==> src/rtl/mdio_mgmt_pkg.sv <==
package mdio_mgmt_pkg;

    localparam int CSR_W       = 32;
    localparam int DATA_W      = 16;
    localparam int ADDR_W      = 5;
    localparam int CODE_W      = 4;
    localparam int MDC_DIV_MAX = 124;
    localparam int DIV_W       = $clog2(MDC_DIV_MAX + 1);
    localparam int BITCNT_W    = 5;
    localparam int SHIFT_W     = 2 + 2 + 2 * ADDR_W + 2 + DATA_W;

    localparam logic [BITCNT_W-1:0] PRE_LAST = BITCNT_W'(31);
    localparam logic [BITCNT_W-1:0] HDR_LAST = BITCNT_W'(4 + 2 * ADDR_W - 1);
    localparam logic [BITCNT_W-1:0] TA_LAST  = BITCNT_W'(1);
    localparam logic [BITCNT_W-1:0] DAT_LAST = BITCNT_W'(DATA_W - 1);

    typedef enum logic [2:0] {
        ST_IDLE,
        ST_PREAMBLE,
        ST_HEADER,
        ST_TURN,
        ST_DATA,
        ST_WAKE
    } mdio_state_e;

    typedef struct packed {
        logic              start;
        logic              wake;
        logic              wr;
        logic [ADDR_W-1:0] phy;
        logic [ADDR_W-1:0] regad;
        logic [CODE_W-1:0] csel;
    } mdio_cmd_t;

    function automatic logic [DIV_W-1:0] div_for_code(input logic [CODE_W-1:0] code);
        logic [DIV_W-1:0] d;
        unique case (code)
            4'd0:    d = DIV_W'(42);
            4'd1:    d = DIV_W'(62);
            4'd2:    d = DIV_W'(16);
            4'd3:    d = DIV_W'(26);
            4'd4:    d = DIV_W'(102);
            default: d = DIV_W'(MDC_DIV_MAX);
        endcase
        return d;
    endfunction

endpackage

==> src/rtl/mdio_cmd_decode.sv <==
module mdio_cmd_decode
    import mdio_mgmt_pkg::*;
#(
    parameter bit EXTENDED = 1'b0
) (
    input  logic [CSR_W-1:0] word,
    output mdio_cmd_t        cmd
);

    logic unused_bits;
    assign unused_bits = ^word;

    generate
        if (EXTENDED) begin : g_ext
            logic [1:0] op;
            assign op        = word[3:2];
            assign cmd.wr    = (op == 2'b01);
            assign cmd.start = word[0] && op[0];
            assign cmd.wake  = 1'b0;
            assign cmd.phy   = word[25:21];
            assign cmd.regad = word[20:16];
            assign cmd.csel  = word[11:8];
        end else begin : g_legacy
            assign cmd.wr    = word[1];
            assign cmd.start = word[0];
            assign cmd.wake  = (word == '0);
            assign cmd.phy   = word[15:11];
            assign cmd.regad = word[10:6];
            assign cmd.csel  = word[5:2];
        end
    endgenerate

endmodule

==> src/rtl/mdio_mdc_timer.sv <==
module mdio_mdc_timer
    import mdio_mgmt_pkg::*;
(
    input  logic             clk,
    input  logic             rst_n,
    input  logic             run,
    input  logic [DIV_W-1:0] div,
    output logic             bit_end,
    output logic             sample_pt,
    output logic             mdc_low
);

    logic [DIV_W-1:0] cnt_q;
    logic [DIV_W-1:0] half;

    assign half      = div >> 1;
    assign bit_end   = run && (cnt_q == div - DIV_W'(1));
    assign sample_pt = run && (cnt_q == half);
    assign mdc_low   = run && (cnt_q < half);

    always_ff @(posedge clk or negedge rst_n) begin
        if (!rst_n) begin
            cnt_q <= '0;
        end else if (!run || bit_end) begin
            cnt_q <= '0;
        end else begin
            cnt_q <= cnt_q + DIV_W'(1);
        end
    end

endmodule

==> src/rtl/mdio_mgmt.sv <==
module mdio_mgmt
    import mdio_mgmt_pkg::*;
#(
    parameter bit EXTENDED = 1'b0
) (
    input  logic              clk,
    input  logic              rst_n,
    input  logic              csr_wr,
    input  logic              csr_addr,
    input  logic [CSR_W-1:0]  csr_wdata,
    output logic [CSR_W-1:0]  cmd_rdata,
    output logic [DATA_W-1:0] data_rdata,
    output logic              mdc,
    output logic              mdio_o,
    output logic              mdio_oe,
    input  logic              mdio_i
);

    mdio_state_e         state_q, state_d;
    logic [BITCNT_W-1:0] bit_q;
    logic [SHIFT_W-1:0]  sh_q;
    logic [DATA_W-1:0]   rd_q;
    logic [DATA_W-1:0]   data_q;
    logic [CSR_W-1:0]    word_q;
    logic [DIV_W-1:0]    div_q;
    logic                wr_q;

    mdio_cmd_t cmd;
    logic      active, busy, accept_cmd, last_bit, step;
    logic      bit_end, sample_pt, mdc_low, shifting;

    mdio_cmd_decode #(.EXTENDED(EXTENDED)) u_dec (
        .word (csr_wdata),
        .cmd  (cmd)
    );

    mdio_mdc_timer u_tmr (
        .clk       (clk),
        .rst_n     (rst_n),
        .run       (active),
        .div       (div_q),
        .bit_end   (bit_end),
        .sample_pt (sample_pt),
        .mdc_low   (mdc_low)
    );

    assign active     = (state_q != ST_IDLE);
    assign accept_cmd = csr_wr && !csr_addr && !active;
    assign shifting   = (state_q == ST_HEADER) || (state_q == ST_TURN) || (state_q == ST_DATA);

    always_comb begin
        unique case (state_q)
            ST_PREAMBLE: last_bit = (bit_q == PRE_LAST);
            ST_HEADER:   last_bit = (bit_q == HDR_LAST);
            ST_TURN:     last_bit = (bit_q == TA_LAST);
            ST_DATA:     last_bit = (bit_q == DAT_LAST);
            ST_WAKE:     last_bit = (bit_q == PRE_LAST);
            default:     last_bit = 1'b0;
        endcase
    end

    assign step = bit_end && last_bit;

    always_comb begin
        state_d = state_q;
        unique case (state_q)
            ST_IDLE: begin
                if (accept_cmd && cmd.start)     state_d = ST_PREAMBLE;
                else if (accept_cmd && cmd.wake) state_d = ST_WAKE;
            end
            ST_PREAMBLE: if (step) state_d = ST_HEADER;
            ST_HEADER:   if (step) state_d = ST_TURN;
            ST_TURN:     if (step) state_d = ST_DATA;
            ST_DATA:     if (step) state_d = ST_IDLE;
            ST_WAKE:     if (step) state_d = ST_IDLE;
            default:     state_d = ST_IDLE;
        endcase
    end

    always_ff @(posedge clk or negedge rst_n) begin
        if (!rst_n) begin
            state_q <= ST_IDLE;
            bit_q   <= '0;
        end else begin
            state_q <= state_d;
            if (state_d != state_q) bit_q <= '0;
            else if (bit_end)       bit_q <= bit_q + BITCNT_W'(1);
        end
    end

    always_ff @(posedge clk or negedge rst_n) begin
        if (!rst_n) begin
            sh_q   <= '0;
            rd_q   <= '0;
            data_q <= '0;
            word_q <= '0;
            div_q  <= DIV_W'(MDC_DIV_MAX);
            wr_q   <= 1'b0;
        end else begin
            if (accept_cmd) begin
                word_q <= csr_wdata;
                div_q  <= div_for_code(cmd.csel);
                wr_q   <= cmd.wr;
                if (cmd.start) begin
                    sh_q <= {2'b01, (cmd.wr ? 2'b01 : 2'b10), cmd.phy, cmd.regad,
                             (cmd.wr ? 2'b10 : 2'b00), data_q};
                end
            end else if (bit_end && shifting) begin
                sh_q <= {sh_q[SHIFT_W-2:0], 1'b0};
            end
            if (sample_pt && state_q == ST_DATA) begin
                rd_q <= {rd_q[DATA_W-2:0], mdio_i};
            end
            if (csr_wr && csr_addr && !active) begin
                data_q <= csr_wdata[DATA_W-1:0];
            end else if (step && state_q == ST_DATA && !wr_q) begin
                data_q <= rd_q;
            end
        end
    end

    always_comb begin
        busy    = active && (state_q != ST_WAKE);
        mdc     = !mdc_low;
        mdio_o  = shifting ? sh_q[SHIFT_W-1] : 1'b1;
        mdio_oe = 1'b0;
        unique case (state_q)
            ST_PREAMBLE, ST_HEADER, ST_WAKE: mdio_oe = 1'b1;
            ST_TURN, ST_DATA:                mdio_oe = wr_q;
            default:                         mdio_oe = 1'b0;
        endcase
        cmd_rdata  = {word_q[CSR_W-1:1], busy};
        data_rdata = data_q;
    end

endmodule

==> config.mk <==
export PLATFORM = sky130hd
export DESIGN_NAME = mdio_mgmt
export DESIGN_NICKNAME = d
export VERILOG_FILES = /design/src/rtl/mdio_mgmt_pkg.sv /design/src/rtl/mdio_cmd_decode.sv /design/src/rtl/mdio_mdc_timer.sv /design/src/rtl/mdio_mgmt.sv
export SDC_FILE = /design/constraint.sdc
export NUM_CORES = 1
export LEC_CHECK = 0
export CAP_MARGIN = 20
export CORE_ASPECT_RATIO = 0.5
export CORE_MARGIN = 2
export CORE_UTILIZATION = 30
export DETAILED_ROUTE_END_ITERATION = 16
export SYNTH_ARGS = -nofsm -noshare
export SYNTH_HDL_FRONTEND = slang
export SYNTH_HIERARCHICAL = 1
export SYNTH_SLANG_ARGS = --single-unit
==> constraint.sdc <==
create_clock -name clk -period 5.2 [get_ports clk]
set_input_delay 0.52 -clock clk [delete_from_list [all_inputs] [get_ports clk]]
set_output_delay 0.52 -clock clk [all_outputs]
set_load 0.02 [all_outputs]
* Yosys cells after proc, flatten, opt, wreduce, memory -nomap -nowiden
Cells that the tools add are included.
** Cells by class
- Add/sub/neg operators :: 3
- Order comparisons :: 1
- Eq/ne operators :: 18
- Mux-type cells :: 21
- Reduce and logical (&&, ||, !) cells :: 34
** Operators by type and width (count)
- $mux 32 :: 3
- $pmux 7 s5 :: 1
- $logic_not 32->1 :: 1
- $mux 16 :: 2
- $mux 3 :: 6
- $logic_and 1x1->1 :: 15
- $pmux 3 s5 :: 1
- $eq 5x4->1 const B :: 2
- $mux 5 :: 2
- $eq 4x2->1 const B :: 2
- $add 7x1->7 const B :: 1
- $eq 7x6->1 :: 1
- $eq 7x7->1 :: 1
- $lt 7x6->1 :: 1
- $mux 7 :: 1
- $sub 7x1->7 const B :: 1
- $eq 3x2->1 const B :: 2
- $eq 3x3->1 const B :: 2
- $reduce_bool 2->1 :: 3
- $reduce_or 2->1 :: 3
- $add 5x1->5 const B :: 1
- $eq 5x1->1 const B :: 1
- $eq 5x5->1 const B :: 1
- $eq 4x1->1 const B :: 1
- 16 further kinds :: 22
** Word-level totals
- Register bits :: 119
- Input bits :: 37
- Output and inout port bits :: 51
- Word-level logic and storage cells :: 86

* Longest topological paths before layout
Gate-level depths: netlist of run 1.
- Depth after elaboration :: 9
- Mapped depth :: 15
- Gate-level depth less buffers :: 12

* By module
The synthesis of run 1 kept the hierarchy.
** By module, submodules not included
- mdio_mgmt :: instances 1, cells an instance 506, area each 4877.2 µm², sequential area each 2758.9 µm²
- mdio_mdc_timer :: instances 1, cells an instance 82, area each 689.4 µm², sequential area each 175.2 µm²
- mdio_cmd_decode :: instances 1, cells an instance 27, area each 192.7 µm², sequential area each 0.0 µm²

* Worst setup path after synthesis of run 1
Ideal clock, no wire load.
- Kind :: register -> register
- Start :: register div_q[1]
- End :: register data_q[10], in the netlist data_rdata[10]
- Setup time :: 0.120 ns
- Arrival :: 3.433 ns
- Required time :: 5.080 ns
- Setup slack :: 1.647 ns
- Cell stages (with the launch flop) :: 13
- Path buffers :: 3
- Clock period less this slack :: 3.553 ns
- Path through :: dfrtp_1 or4_4 o21a_1 or4_4 a211oi_4 and2_1 clkbuf_1 nand3_1 or4_1 buf_6 buf_6 o22ai_2 nor2_2
** Between the ends
- Cells in the longest elaborated chain, start to end :: 7
** Ends and longest elaborated chain
- start: declaration :: RTL line mdio_mgmt.sv:25 : logic [DIV_W-1:0] div_q;
- start signal: assignment :: RTL line mdio_mgmt.sv:97 : div_q <= DIV_W'(MDC_DIV_MAX);
- start signal: assignment :: RTL line mdio_mgmt.sv:102 : div_q <= div_for_code(cmd.csel);
- $sub 7x1->7 :: RTL line mdio_mdc_timer.sv:17 : assign bit_end = run && (cnt_q == div - DIV_W'(1));
- $eq 7x7->1 :: RTL line mdio_mdc_timer.sv:17
- $logic_and 1x1->1 :: RTL line mdio_mdc_timer.sv:17
- named net bit_end :: RTL line mdio_mgmt.sv:30 : logic bit_end, sample_pt, mdc_low, shifting;
- $logic_and 1x1->1 :: RTL line mdio_mgmt.sv:62 : assign step = bit_end && last_bit;
- $logic_and 1x1->1 (2 in series) :: RTL line mdio_mgmt.sv:116 : end else if (step && state_q == ST_DATA && !wr_q) begin
- $reduce_bool 2->1 (no line)
- end signal: assignment :: RTL line mdio_mgmt.sv:115 : data_q <= csr_wdata[DATA_W-1:0];
- end signal: assignment :: RTL line mdio_mgmt.sv:117 : data_q <= rd_q;
- end: declaration :: RTL line mdio_mgmt.sv:23 : logic [DATA_W-1:0] data_q;
The timed path passes the listed nets, and every way through them passes these cells.
A chain may end at the register's enable or synchronous reset.

* Worst setup path after layout of run 1
- Start :: register div_q[1]
- End :: register sh_q[1]
** Between the ends
- Cells in the longest elaborated chain, start to end :: 6
** Ends and longest elaborated chain
- $sub 7x1->7 :: RTL line mdio_mdc_timer.sv:17
- $eq 7x7->1 :: RTL line mdio_mdc_timer.sv:17
- $logic_and 1x1->1 :: RTL line mdio_mdc_timer.sv:17
- named net bit_end :: RTL line mdio_mgmt.sv:30
- $logic_and 1x1->1 :: RTL line mdio_mgmt.sv:108 : end else if (bit_end && shifting) begin
- $reduce_bool 2->1 (no line)
- $reduce_and 2->1 (no line)
- end signal: assignment :: RTL line mdio_mgmt.sv:105 : sh_q <= {2'b01, (cmd.wr ? 2'b01 : 2'b10), cmd.phy, cmd.regad,
- end signal: assignment :: RTL line mdio_mgmt.sv:109 : sh_q <= {sh_q[SHIFT_W-2:0], 1'b0};
- end: declaration :: RTL line mdio_mgmt.sv:21 : logic [SHIFT_W-1:0] sh_q;
The timed path passes the listed nets, and every way through them passes these cells.

==> flow_summary.toml, run 1 <==
[sta]
rsz0062_at_grt = "no"
relSlewSlack_pct = 25.8
maxSlewViolCount = 0
setup_viol = 0
max_slew.worst_pin.slew_ns = 1.11
min_period_ns = 4.12
finalSetupTns_ns = 0
fmax_mhz = 243
finalHoldViolations = 0
min_period_over_period_pct = 79.2
skew_ns = 0.0139

[clocking]
insertion_delay_ns = 0.42
cts_resized = 0
cts_hold_buf = 0
clockBufferDepth = 2
cts_tree = "done"
root_buffer = "clkbuf_16"
cts_setup_buffers = 0
clock_sinks = 117
numCtsBuffers = 17
path_clk_slew_ns = 0.06
h-tree-depth = 4

[power]
peakVddDrop_mv = 0.268
p_per_area_nw_per_um2 = 398
p_leak_uw = 0.00331

[critical_path]
cpMostUsedCell = "or4_4"
slowest_stage = "a21o_1"
worstSetupPathType = "flop to flop"
crit_chain = "or4_4, o21a_1, or4_4, a211oi_4, and2_1, a21boi_2, a21o_1, buf_4, nor2_1, a31oi_1"
critPathMaxFanout = 30
max_stage_delay_ns = 0.56
arrival_ns = 4.44
reg2regPathDepth = 10
worstPathRequired_ns = 5.53
cp-startpoint = "div_q[1]"
r2r-start = "div_q[1]"
end_kind = "flop"
worst_setup_path_start_kind = "flop"

[synthesis]
synth_top_area_share_pct = 48.7
yosysSeqAreaShare_pct = 50.9
synth_area_leader_cell = "dfrtp_1"
yosys_warnings = 6
synth.area.top_cells = "dfrtp_1 49%, nand2_1 11%, nor2_1 4.5%, mux2_2 3.3%, a31oi_1 2.9%"
yosys-top-cells-count = "165 x nand2_1, 112 x dfrtp_1, 69 x nor2_1"
syn_inst = 615
synth_ff_type = "dfrtp_1"
yosys.cell_types.count = 58
synth_area_per_cell_um2 = 9.36
synth_edf_count = 0
synth_seq_cells = 117
async_flop_share_pct = 100
netlist_area_um2 = 5760
yosysMostFrequentCell = "nand2_1"

[global_routing]
grt_remaining_overflow = 0
grt_max_degree = 80
grt_pass1_wl_um = 23600
track_usage_pct = 14.9
grt_pass1_vias = 4440
antenna_found_initial = 0

[min_path]
hold_class = "flop to flop"
holdPathStages = 2
min-delay-start = "word_q[24]"

[route]
routed_wl_um = 14100
vias_per_cell = 4.69
wl_per_cell_um = 14.8
num_vias = 4478
firstDrtPassIters = 5
ant_nets = 0
drt-initial-drc-count = 418
drc = 0

[status]
outcome = "finished, final reports clean"

[layout]
diodes = 0
num-nets-final = 729
drive_gt1_share_pct = 13.2
layout.cells.non_filler = 955
fin_util_pct = 39.6
synthToLayoutAreaGrowth_pct = 28.1

[die]
start_util_pct = 30.9
core_area_um2 = 18600
io_pins = 88
die_x_um = 200
die-area_um2 = 20400
die_h_um = 102
rows = 35

[place]
gp_congestion = 0.808
placedCellCount = 921
port_buffers = 87
dpl.hpwl_um = 9810

[flow_run]
maxCapViolCount = 0
-- metal layers --
| layer | global-route usage, % | share of wire (%) | up-vias |
|---|---|---|---|
| li1 | - | - | 2192 |
| met1 | 19.8 | 47 | 2214 |
| met2 | 24.3 | 49 | 59 |
| met3 | 3.60 | 2.8 | 13 |
| met4 | 4.79 | 0.98 | 0 |
| met5 | 0 | 0 | - |
-- registers in the layout, summed over array words and instances (netlist names) --
signal / flops
data_rdata: 16
rd_q: 16
u_tmr/cnt_q: 7
bit_q: 5
state_q: 3
wr_q: 1
word_q: 31
sh_q: 32
div_q: 6
-- logic make-up (layout without fill, tap and decap cells) --
logic type      Yosys count  after routing  share of synthesized area (%)
flops                   117            117                           50.9
mux                      21             21                           4.04
fa+ha+maj                 9              9                           1.96
simple gates            307            307                           23.9
other cells               1              4                         0.0651
compound gates           83             83                           10.8
xor+xnor                 17             17                           2.59
buf+inv                  60            138                           5.76
-- through the flow --
step	instance area (µm²)	setup WS (ns)	total power (µW)	hold WS, ns
after floorplan	5770	1.65	1560	0.224
after global placement	6720	1.19	1700	0.457
after detailed placement	6720	1.11	1720	0.462
after CTS	7340	1.06	2960	0.301
after global routing	7380	0.752	3110	0.495
final	7380	1.08	2930	0.471
-- final cells by class --
type	instances	area (µm²)
Sequential cell	117	2930
Multi-Input combinational cell	441	2510
Inverter	12	45.0
Clock inverter	13	170
Timing Repair Buffer	94	943
Tap cell	259	324
Clock buffer	19	453
Fill cell	1811	11200
-- cells in the final DEF (no fill, tap or decap), types with 3 or more instances in the layout --
master and instances:
nand2_1 165, dfrtp_1 112, clkdlybuf4s50_1 86, nor2_1 69, a31oi_1 27, mux2_2 17
clkbuf_16 17, inv_1 12, nor2_2 11, o21ai_0 10, nand3_1 10, o22ai_2 10
xnor2_1 9, ha_1 9, nand2b_1 8, xor2_1 8, o22ai_1 7, nor4_1 7
a21oi_1 6, nor3_1 6, buf_4 6, nand4_1 5, dfstp_2 5, nand3b_1 4
a21o_1 4, and2_1 4, inv_6 4, conb_1 4, nor2b_1 3, mux2i_1 3
o21a_1 3, bufinv_16 3, clkinvlp_4 3
-- critical path, delay by kind of cell, from the launching register on --
kind                   cells  cell delay, ns
AO/OA/AOI/OAI              5            1.67
AND/OR/NAND/NOR            4            1.49
flip-flops                 1            0.43
buffers and inverters      1            0.41
-- where the power goes --
group	switching [µW]	internal, µW	leakage, µW
Clock	438	785	0.000297
Combinational	251	252	0.00147
Sequential	137	1070	0.00155
Total	827	2110	0.00331
-- path summary, 6_finish.rpt --
| check | endpoint | slack, ns |
|---|---|---|
| max reg2reg | sh_q[1] | 1.08 |
| min reg2reg | word_q[24] | 0.47 |
| max | sh_q[1] | 1.08 |
| min in group asynchronous | word_q[21] | 0.50 |
| max in group asynchronous | data_rdata[12] | 3.94 |
| min | word_q[24] | 0.47 |
Power figures use the tool's default switching activity.
==> run 2, diff against run 1 <==
clock period = 3.8 ns   (was 5.2 ns; I/O delays follow)
==> run 2 against run 1 <==
Effect of this change: via count shrank 0.60%; register-to-register slack lost 0.83 ns; clock-buffer cell count fell by 2; clock power rose by 34%; largest cell class unchanged; global-route usage shrank 0.47 points; final cell count shrank 0.21%; critical path depth rose by 1; clock skew down 0.0064 ns.
==> flow_summary.toml, run 2 (synthesis results as in run 1) <==
[status]
outcome = "finished, final reports clean"

[sta]
finalHoldViolations = 0
skew_ns = 0.00752
maxSlewViolCount = 0
min_period_over_period_pct = 93.4
finalSetupTns_ns = 0
min_period_ns = 3.55
max_slew.worst_pin.slew_ns = 1.07
relSlewSlack_pct = 28.1
rsz0062_at_grt = "no"
fmax_mhz = 282
setup_viol = 0

[power]
p_per_area_nw_per_um2 = 541
p_leak_uw = 0.00329
peakVddDrop_mv = 0.395

[layout]
diodes = 0
regMostFlops = "sh_q"
fin_util_pct = 39.5
synthToLayoutAreaGrowth_pct = 27.7
final_common_cell = "nand2_1"
final_cell_mix = "165 x nand2_1, 112 x dfrtp_1, 86 x clkdlybuf4s50_1, 69 x nor2_1, 27 x a31oi_1"
num-nets-final = 729
largest_reg_flops = 32
drive_gt1_share_pct = 13.1
largestRegisters = "sh_q (32), word_q (31)"
fillers = 1810

[critical_path]
worst_setup_path_start_kind = "flop"
worstSetupPathType = "flop to flop"
r2r-start = "div_q[1]"
critPathMaxFanout = 17
worstPathRequired_ns = 4.14
cp-startpoint = "div_q[1]"
arrival_ns = 3.88
end_kind = "flop"

[place]
port_buffers = 87
dpl.hpwl_um = 9640
gp_congestion = 0.796

[route]
wl_per_cell_um = 14.7
drt-initial-drc-count = 307
drc = 0
routed_wl_um = 14000
ant_nets = 0
num_vias = 4451
firstDrtPassIters = 4
vias_per_cell = 4.67

[clocking]
root_buffer = "clkbuf_16"
cts_resized = 0
cts_setup_buffers = 0
h-tree-depth = 4
clock_sinks = 117
path_clk_slew_ns = 0.06
cts_hold_buf = 0
numCtsBuffers = 17
insertion_delay_ns = 0.41
clockBufferDepth = 2
cts_tree = "done"

[die]
die_x_um = 200
core_area_um2 = 18600
die_h_um = 102
rows = 35
start_util_pct = 30.9
io_pins = 88
die-area_um2 = 20400

[global_routing]
grt_max_degree = 70
grt_remaining_overflow = 0
grt_pass1_wl_um = 22900
grt_pass1_vias = 4272
antenna_found_initial = 0
track_usage_pct = 14.5

[min_path]
hold_class = "input port to asynchronous set/reset pin"

[flow_run]
maxCapViolCount = 0
run 2: critical path, cell delays in order, from the launching register on:
cell	delay [ns]
dfrtp_1	0.43
or4_4	0.56
o21a_1	0.19
or4_4	0.52
a211oi_4	0.25
and2_1	0.31
nand3_1	0.13
or4_1	0.50
buf_4	0.24
nand2_8	0.16
nor2_1	0.07
nor2_1	0.10
run 2: layout make-up:
class	instances	area (µm²)	area share, %
sequential	117	2930	39.9
multi-input combinational	441	2510	34.1
timing repair buffer	94	946	12.9
clock buffer	17	425	5.79
tap	259	324	4.41
clock inverter	13	173	2.35
inverter	12	45.0	0.613
run 2: report_power, final:
part	internal [µW]	switching [µW]
Clock	1030	609
Sequential	1460	191
Combinational	344	339
run 2: worst paths after layout:
| kind | endpoint | slack [ns] | depth (start not counted) |
|---|---|---|---|
| min in group clk | word_q[14] | 0.47 | 2 |
| worst max register to register | data_rdata[5] | 0.25 | 11 |
| worst max-delay path | data_rdata[5] | 0.25 | 11 |
| worst min-delay path | word_q[14] | 0.08 | 1 |
| max in group asynchronous | div_q[3] | 2.90 | 2 |
| worst min register to register | word_q[14] | 0.47 | 2 |
run 2: per-stage QoR:
step	instances	hold WS, ns	total power, µW	area, µm²	setup slack, ns
2_1_floorplan	618	0.0844	2130	5770	0.247
4_1_cts	953	0.122	4010	7350	0.260
3_3_place_gp	923	0.458	2330	6760	0.382
3_5_place_dp	923	0.462	2350	6760	0.287
6_report	953	0.0795	3980	7350	0.252
5_1_grt	953	0.150	4190	7350	0.0738
run 2: per-layer routing:
layer | vias up | wire length (µm) | global-route usage, %
li1 | 2188 | - | -
met1 | 2181 | 6690 | 19.4
met2 | 67 | 6770 | 23.3
met3 | 15 | 398 | 3.37
met4 | 0 | 169 | 4.62
met5 | - | 0 | 0
